File: src/rtl/trim_pkg.sv
package trim_pkg;

  typedef enum logic {
    RES_WIDE   = 1'b0,
    RES_NARROW = 1'b1
  } res_mode_e;

  // signed sum width that holds a scaled value of sw bits and a zero word of zw bits
  function automatic int sum_width(input int sw, input int zw);
    return ((sw > zw) ? sw : zw) + 2;
  endfunction

endpackage

File: src/rtl/trim_scale.sv
// Multiplies a code by (2^(GAIN_W-1) + gain) and drops GAIN_W fraction bits.
module trim_scale #(
  parameter int CODE_W = 16,
  parameter int GAIN_W = 16
) (
  input  logic [CODE_W-1:0] code_i,
  input  logic [GAIN_W-1:0] gain_i,
  output logic [CODE_W:0]   scaled_o
);
  localparam int FACT_W = GAIN_W + 1;
  localparam int PROD_W = CODE_W + FACT_W;
  localparam logic [FACT_W-1:0] UNITY_HALF = {2'b01, {(GAIN_W-1){1'b0}}};

  logic [FACT_W-1:0] factor;
  logic [PROD_W-1:0] product;

  always_comb begin
    factor   = {1'b0, gain_i} + UNITY_HALF;
    product  = PROD_W'(code_i) * PROD_W'(factor);
    scaled_o = product[PROD_W-1:GAIN_W];
  end

endmodule

File: src/rtl/trim_clamp.sv
// Adds the signed zero word to the scaled value and clamps to 0 .. 2^CODE_W-1.
module trim_clamp #(
  parameter int CODE_W = 16,
  parameter int ZERO_W = 16
) (
  input  logic [CODE_W:0]   scaled_i,
  input  logic [ZERO_W-1:0] zero_i,
  output logic [CODE_W-1:0] code_o
);
  localparam int SUM_W = trim_pkg::sum_width(CODE_W + 1, ZERO_W);
  localparam logic signed [SUM_W-1:0] TOP_CODE =
    {{(SUM_W-CODE_W){1'b0}}, {CODE_W{1'b1}}};

  logic signed [SUM_W-1:0] scaled_s;
  logic signed [SUM_W-1:0] zero_s;
  logic signed [SUM_W-1:0] sum_s;

  always_comb begin
    scaled_s = $signed({{(SUM_W-CODE_W-1){1'b0}}, scaled_i});
    zero_s   = SUM_W'($signed(zero_i));
    sum_s    = scaled_s + zero_s;
    if (sum_s < 0) begin
      code_o = '0;
    end else if (sum_s > TOP_CODE) begin
      code_o = '1;
    end else begin
      code_o = sum_s[CODE_W-1:0];
    end
  end

endmodule

File: src/rtl/trim_lane.sv
// One full correction lane for a given data width.
module trim_lane #(
  parameter int CODE_W = 16,
  parameter int GAIN_W = 16,
  parameter int ZERO_W = 16
) (
  input  logic [CODE_W-1:0] code_i,
  input  logic [GAIN_W-1:0] gain_i,
  input  logic [ZERO_W-1:0] zero_i,
  output logic [CODE_W-1:0] code_o
);
  logic [CODE_W:0] scaled;

  trim_scale #(.CODE_W(CODE_W), .GAIN_W(GAIN_W)) u_scale (
    .code_i   (code_i),
    .gain_i   (gain_i),
    .scaled_o (scaled)
  );

  trim_clamp #(.CODE_W(CODE_W), .ZERO_W(ZERO_W)) u_clamp (
    .scaled_i (scaled),
    .zero_i   (zero_i),
    .code_o   (code_o)
  );

endmodule

File: src/rtl/trim_corrector.sv
module trim_corrector #(
  parameter int DATA_W   = 16,
  parameter int NARROW_W = 12,
  parameter int GAIN_W   = 16,
  parameter int ZERO_W   = 16
) (
  input  logic              clk,
  input  logic              rst_n,
  input  logic              code_wr,
  input  logic [DATA_W-1:0] code_in,
  input  logic [GAIN_W-1:0] gain_trim,
  input  logic [ZERO_W-1:0] zero_trim,
  input  logic              cal_en,
  input  logic              narrow_mode,
  output logic [DATA_W-1:0] code_out,
  output logic              code_vld
);
  import trim_pkg::*;

  localparam int PAD_W     = DATA_W - NARROW_W;
  localparam int NUM_LANES = 2;
  localparam int LANE_WIDE   = 0;
  localparam int LANE_NARROW = 1;

  // reset: asserted asynchronously, released on the clock
  logic rst_meta_n;
  logic rst_q_n;

  always_ff @(posedge clk or negedge rst_n) begin
    if (!rst_n) begin
      rst_meta_n <= 1'b0;
      rst_q_n    <= 1'b0;
    end else begin
      rst_meta_n <= 1'b1;
      rst_q_n    <= rst_meta_n;
    end
  end

  // lanes: one at full width, one at reduced width on the upper bits
  logic [DATA_W-1:0] lane_out [NUM_LANES];

  for (genvar g = 0; g < NUM_LANES; g++) begin : g_lane
    localparam int LW = (g == LANE_WIDE) ? DATA_W : NARROW_W;
    logic [LW-1:0] lane_res;

    trim_lane #(.CODE_W(LW), .GAIN_W(GAIN_W), .ZERO_W(ZERO_W)) u_lane (
      .code_i (code_in[DATA_W-1 -: LW]),
      .gain_i (gain_trim),
      .zero_i (zero_trim),
      .code_o (lane_res)
    );

    if (LW == DATA_W) begin : g_full
      assign lane_out[g] = lane_res;
    end else begin : g_pad
      assign lane_out[g] = {lane_res, {(DATA_W-LW){1'b0}}};
    end
  end

  // next-state selection
  res_mode_e         res_mode;
  logic [DATA_W-1:0] raw_aligned;
  logic [DATA_W-1:0] result_nxt;
  logic [DATA_W-1:0] code_out_nxt;
  logic              code_vld_nxt;
  logic              out_en;

  always_comb begin
    res_mode    = narrow_mode ? RES_NARROW : RES_WIDE;
    raw_aligned = (res_mode == RES_NARROW)
                  ? {code_in[DATA_W-1:PAD_W], {PAD_W{1'b0}}}
                  : code_in;
    if (!cal_en) begin
      result_nxt = raw_aligned;
    end else if (res_mode == RES_NARROW) begin
      result_nxt = lane_out[LANE_NARROW];
    end else begin
      result_nxt = lane_out[LANE_WIDE];
    end
    out_en       = code_wr;
    code_out_nxt = out_en ? result_nxt : code_out;
    code_vld_nxt = code_wr;
  end

  // registers
  always_ff @(posedge clk or negedge rst_q_n) begin
    if (!rst_q_n) begin
      code_out <= '0;
      code_vld <= 1'b0;
    end else begin
      if (out_en) begin
        code_out <= code_out_nxt;
      end
      code_vld <= code_vld_nxt;
    end
  end

endmodule

File: config.mk
export PLATFORM = sky130hd
export DESIGN_NAME = trim_corrector
export DESIGN_NICKNAME = d
export VERILOG_FILES = /design/src/rtl/trim_pkg.sv /design/src/rtl/trim_scale.sv /design/src/rtl/trim_clamp.sv /design/src/rtl/trim_lane.sv /design/src/rtl/trim_corrector.sv
export SDC_FILE = /design/constraint.sdc
export NUM_CORES = 1
export LEC_CHECK = 0
export BUFFER_PORTS_ARGS = -buffer_cell sky130_fd_sc_hd__buf_4
export CORE_ASPECT_RATIO = 1.1
export CORE_MARGIN = 1.5
export CORE_UTILIZATION = 32
export DETAILED_ROUTE_END_ITERATION = 12
export GPL_TIMING_DRIVEN = 0
export SKIP_CTS_REPAIR_TIMING = 1
export SLEW_MARGIN = 5
export SYNTH_ARGS = -nofsm -noshare
export SYNTH_HDL_FRONTEND = slang
export SYNTH_SLANG_ARGS = --single-unit
File: constraint.sdc
create_clock -name clk -period 1.8 [get_ports clk]
set_input_delay 0.18 -clock clk [delete_from_list [all_inputs] [get_ports clk]]
set_output_delay 0.18 -clock clk [all_outputs]
set_load 0.03 [all_outputs]
==> Word-level counts from Yosys, hierarchy flattened <==
Index checks and enable logic that the tools add are counted.
{ "totals": {"regBits": 19, "inputBits": 53, "elab_cells": 21} }
{ "op_classes": {"addsub": 3, "n_mul": 2, "n_lt_le_gt_ge": 4, "muxes": 8} }
{ "op_table": {"columns": ["cell", "n"], "rows": [
  ["16-bit two-way mux", 4],
  ["16-bit by 17-bit multiplier with 33-bit output", 1],
  ["12-bit by 17-bit multiplier with 29-bit output", 1],
  ["12-bit two-way mux", 2],
  ["18-bit by 16-bit adder with 19-bit output", 1],
  ["19-bit by 17-bit greater-than comparator with 1-bit output (second input constant)", 1],
  ["19-bit by 1-bit less-than comparator with 1-bit output (second input constant)", 1],
  ["14-bit by 16-bit adder with 17-bit output", 1],
  ["16-bit by 16-bit adder with 17-bit output (second input constant)", 1],
  ["17-bit by 13-bit greater-than comparator with 1-bit output (second input constant)", 1],
  ["17-bit by 1-bit less-than comparator with 1-bit output (second input constant)", 1],
  ["4-bit two-way mux", 1],
  ["1-bit two-way mux", 1]
]} }

==> Depth between registers and ports, before layout <==
{ "logic_depth": {"ltp_word": 8, "ltp_mapped": 36, "ltp_nobuf": 33} }

==> Hierarchy <==
From an unflattened synthesis, not the netlist that was laid out.
{ "unflattened": {"cells_unflattened": 2024, "area_unflattened_um2": 17574.4} }
{ "by_module_without_submodules": {"columns": ["mod", "n_inst", "cells_per_inst", "area_per_inst_um2"], "rows": [
  ["trim_scale at g_lane[0].u_lane.u_scale", 1, 991, 8708.4],
  ["trim_scale at g_lane[1].u_lane.u_scale", 1, 705, 6060.8],
  ["trim_corrector", 1, 90, 1031.0],
  ["trim_clamp at g_lane[0].u_lane.u_clamp", 1, 130, 968.4],
  ["trim_clamp at g_lane[1].u_lane.u_clamp", 1, 108, 805.8]
]} }

==> Worst setup path after synthesis <==
OpenSTA, ideal clock, no wires.
{ "synth_timing": {"path_type": "in2reg", "from": "input port code_in[7]", "to": "register code_out[7]", "setup_ns": 0.082, "arrival_ns": 8.131, "t_required_ns": 1.718, "path_slack_ns": -6.413, "path_stages": 33, "n_path_buf": 3, "cell_sequence": "clkbuf_1 -> clkbuf_1 -> nand2_1 -> fa_1 -> inv_1 -> fa_1 -> inv_1 -> fa_1 -> inv_1 -> fa_1 -> fa_1 -> inv_1 -> fa_1 -> inv_1 -> ha_1 -> a2111oi_0 -> a31oi_1 -> a221o_2 -> a221o_2 -> a221oi_4 -> o21bai_1 -> xnor2_1 -> ha_1 -> nand4_1 -> o31ai_1 -> a31oi_1 -> o31ai_2 -> xor2_1 -> a31oi_1 -> o311ai_1 -> buf_2 -> o21ai_0 -> a31oi_1"} }
{ "synth_via": {"elab_chain_len": 7, "elab_cells_between_ends": 14} }
{ "synth_lines": {"columns": ["item", "line_no", "source"], "rows": [
  ["start, declared", "trim_corrector.sv:10", "input logic [DATA_W-1:0] code_in,"],
  ["16-bit by 17-bit multiplier with 33-bit output or 12-bit by 17-bit multiplier with 29-bit output (tied branches)", "trim_scale.sv:19", "product = PROD_W'(code_i) * PROD_W'(factor);"],
  ["18-bit by 16-bit adder with 19-bit output or 14-bit by 16-bit adder with 17-bit output (tied branches)", "trim_clamp.sv:21", "sum_s = scaled_s + zero_s;"],
  ["19-bit by 17-bit greater-than comparator with 1-bit output or 17-bit by 13-bit greater-than comparator with 1-bit output (tied branches)", "trim_clamp.sv:24", "end else if (sum_s > TOP_CODE) begin"],
  ["16-bit two-way mux or 12-bit two-way mux (tied branches)", "trim_clamp.sv:24", null],
  ["16-bit two-way mux or 12-bit two-way mux (tied branches)", "trim_clamp.sv:22", "if (sum_s < 0) begin"],
  ["16-bit two-way mux", "trim_corrector.sv:75", "end else if (res_mode == RES_NARROW) begin"],
  ["16-bit two-way mux (*)", "trim_corrector.sv:73", "if (!cal_en) begin"],
  ["end signal, assigned", "trim_corrector.sv:92", "code_out <= code_out_nxt;"],
  ["end, declared", "trim_corrector.sv:15", "output logic [DATA_W-1:0] code_out,"]
]} }
Every way passes the cells marked *; elsewhere a longest branch is shown, timed or not.
A chain may end at the register's enable or synchronous reset.

==> Final worst setup path <==
{ "layout_timing": {"from": "input port code_in[7]", "to": "register code_out[2]"} }
{ "layout_via": {"elab_chain_len": 7, "elab_cells_between_ends": 8} }
{ "layout_lines": {"columns": ["item", "line_no"], "rows": [
  ["16-bit by 17-bit multiplier with 33-bit output (*)", "trim_scale.sv:19"],
  ["18-bit by 16-bit adder with 19-bit output (*)", "trim_clamp.sv:21"],
  ["19-bit by 17-bit greater-than comparator with 1-bit output", "trim_clamp.sv:24"],
  ["16-bit two-way mux", "trim_clamp.sv:24"],
  ["16-bit two-way mux (*)", "trim_clamp.sv:22"],
  ["16-bit two-way mux (*)", "trim_corrector.sv:75"],
  ["16-bit two-way mux (*)", "trim_corrector.sv:73"]
]} }
Marked as above.

==> impl_metrics.env <==
export IMPL_cts_root_buf="clkbuf_16"
export IMPL_met3_usage_pct=1.14
export IMPL_slowest_delay_ps=540
export IMPL_final_nets=2176
export IMPL_yosysSeqAreaShare_pct=3.60
export IMPL_via_per_inst=4.99
export IMPL_yosys_warnings=0
export IMPL_period_minus_slack_ps=8050
export IMPL_vias=11100
export IMPL_drcViolationCount=0
export IMPL_min_period_over_period_pct=447
export IMPL_syn_to_final_growth_pct=23.9
export IMPL_synth_edf_count=0
export IMPL_hold_start="code_wr"
export IMPL_insertion_delay_ps=250
export IMPL_coreArea_um2=40500
export IMPL_drtPass1Iterations=5
export IMPL_layout_drive_gt1_share_pct=16.9
export IMPL_htree_num_levels=1
export IMPL_ant_nets=0
export IMPL_synth_ff_type="dfrtp_1"
export IMPL_async_flop_share_pct=100
export IMPL_endpoint_kind="flip-flop"
export IMPL_grt_pass1_wl_mm=61.7
export IMPL_hold_viol=0
export IMPL_cts_tree="built"
export IMPL_n_antenna_cell=0
export IMPL_ios=70
export IMPL_cts_buffers_inserted=3
export IMPL_wl_per_cell_um=18.1
export IMPL_hold_path_class="in -> reg"
export IMPL_worstMarginPinSlew_ps=720
export IMPL_avgSynthCellArea_um2=8.40
export IMPL_syn_area_um2=13200
export IMPL_clk_path_buf_depth=2
export IMPL_crit_path_start="code_in[7]"
export IMPL_ys_ff_latch=19
export IMPL_synth_top_area_share_pct=38.8
export IMPL_synth_cells=1571
export IMPL_crit_arrival_ps=8170
export IMPL_violations="negative setup slack"
export IMPL_grt_usage_pct=18.7
export IMPL_ys_types=60
export IMPL_row_count=77
export IMPL_hold_slack_ps=51.0
export IMPL_post_route_util_pct=40.4
export IMPL_path_max_fanout=7
export IMPL_die_w_um=197
export IMPL_setup_slack_ps=-6250
export IMPL_status="complete, but fails checks"
export IMPL_fin_skew_ps=3.11
export IMPL_initial_utilization_pct=32.6
export IMPL_finalWeightedCongestion=0.890
export IMPL_grt_max_degree=18
export IMPL_relSlewSlack_pct=52.0
export IMPL_grt_pass1_vias=11400
export IMPL_antenna_found_initial=0
export IMPL_mostFrequentLayoutCell="inv_1"
export IMPL_final_cell_mix="inv_1, fa_1, nand2_1, ha_1, buf_4"
export IMPL_clock_sinks=19
export IMPL_r2r_start="code_out[4]"
export IMPL_grt_use_met1_pct=24.2
export IMPL_crit_required_ps=1920
export IMPL_drv_slew=0
export IMPL_met2_usage_pct=33.5
export IMPL_grt_busiest_layer="met2"
export IMPL_gr_total_overflow=0
export IMPL_fp_dieH_um=216
export IMPL_fin_setup_tns_ps=-98800
export IMPL_max_cap_violations=0
export IMPL_routed_wirelength_mm=40.1
export IMPL_grt_setup_unrepaired="yes"
export IMPL_crit_top_cell="fa_1"
export IMPL_post_dp_hpwl_mm=33.2
export IMPL_portBuffers=58
export IMPL_r2r_slack_ps=840
export IMPL_max_freq_ghz=0.124
export IMPL_first_iter_violations=705
export IMPL_worstSetupPathType="in -> reg"
export IMPL_setup_viol=16
export IMPL_cts_clk_slew_worst_paths_ps=60
export IMPL_ys_top_cells_by_area="fa_1, ha_1, inv_1"
export IMPL_die_area_um2=42500
export IMPL_synth_top_area_cell="fa_1"
export IMPL_critPathSlowestCell="fa_1"
export IMPL_startpoint_type="input port"
[sequential cells by signal, indices dropped and copies added, names as in the netlist]
signal and count:
rst_q_n 1, code_out 16, rst_meta_n 1, code_vld 1
[cells by family after synthesis]
logic type	synth area share (%)
buffers and inverters	12.7
AND/OR/NAND/NOR	16.0
adder cells (fa/ha/maj)	53.7
AO/OA/AOI/OAI	9.58
XOR/XNOR	3.58
flip-flops	3.60
multiplexers	0.758
other	0.0569
[stage by stage]
stage | setup slack, ps | cells | instance area [µm²]
after floorplan | -5810 | 1575 | 13700
after global placement | -7130 | 2146 | 14800
after detailed placement | -7230 | 2146 | 14800
after CTS | -6980 | 2150 | 14900
after global routing | -6560 | 2222 | 16400
final | -6250 | 2222 | 16400
[synth_stat cells, types with 3 or more instances]
| library cell | instances |
|---|---|
| inv_1 | 394 |
| fa_1 | 256 |
| nand2_1 | 200 |
| ha_1 | 157 |
| and2_1 | 90 |
| nor2_1 | 56 |
| clkbuf_1 | 49 |
| a21oi_1 | 40 |
| xnor2_1 | 38 |
| o21ai_0 | 35 |
| dfrtp_1 | 19 |
| nand2b_1 | 19 |
| nand3_1 | 18 |
| o211ai_1 | 17 |
| a21o_1 | 16 |
| xor2_1 | 16 |
| nor3_1 | 15 |
| nor2b_1 | 12 |
| a31oi_1 | 10 |
| a211oi_1 | 9 |
| nand4_1 | 9 |
| o21a_1 | 9 |
| o221ai_1 | 7 |
| o31ai_1 | 7 |
| nor3b_1 | 5 |
| o21bai_1 | 5 |
| mux2_2 | 4 |
| mux2i_1 | 4 |
| o41ai_1 | 4 |
| or3_1 | 4 |
| a2111oi_0 | 3 |
| a41oi_1 | 3 |
| and3_1 | 3 |
| and4b_1 | 3 |
| o2111ai_1 | 3 |
[cell type report]
class,instances,area (µm²)
Multi-Input combinational cell,1109,11600
Fill cell,4110,24100
Timing Repair Buffer,130,1260
Sequential cell,19,475
Inverter,394,1480
Tap cell,513,642
Clock buffer,3,75.1
Clock inverter,1,5.00
Buffer,53,790
[path summary, 6_finish.rpt]
path	endpoint	depth (start not counted)
max	code_out[2]	31
min	code_vld	1
max reg2reg	code_out[4]	3
min reg2reg	code_vld	0
max in group asynchronous	code_out[1]	0
min in group asynchronous	rst_meta_n	2
[metal layers]
| metal | share of wire, % | vias to the layer above |
|---|---|---|
| li1 | - | 5102 |
| met1 | 41 | 5646 |
| met2 | 52 | 279 |
| met3 | 3.9 | 62 |
| met4 | 3.2 | 0 |
| met5 | 0 | - |
[worst max-delay path: cells and delay by family]
kind / cells / cell delay [ps]
compound gates: 11 / 2830
xor+xnor: 1 / 240
fa+ha+maj: 8 / 3540
buf+inv: 7 / 730
mux: 1 / 160
simple gates: 3 / 470
Power is not shown: default switching activity piles up to over one toggle a cycle in this logic, so the estimate is an artifact.
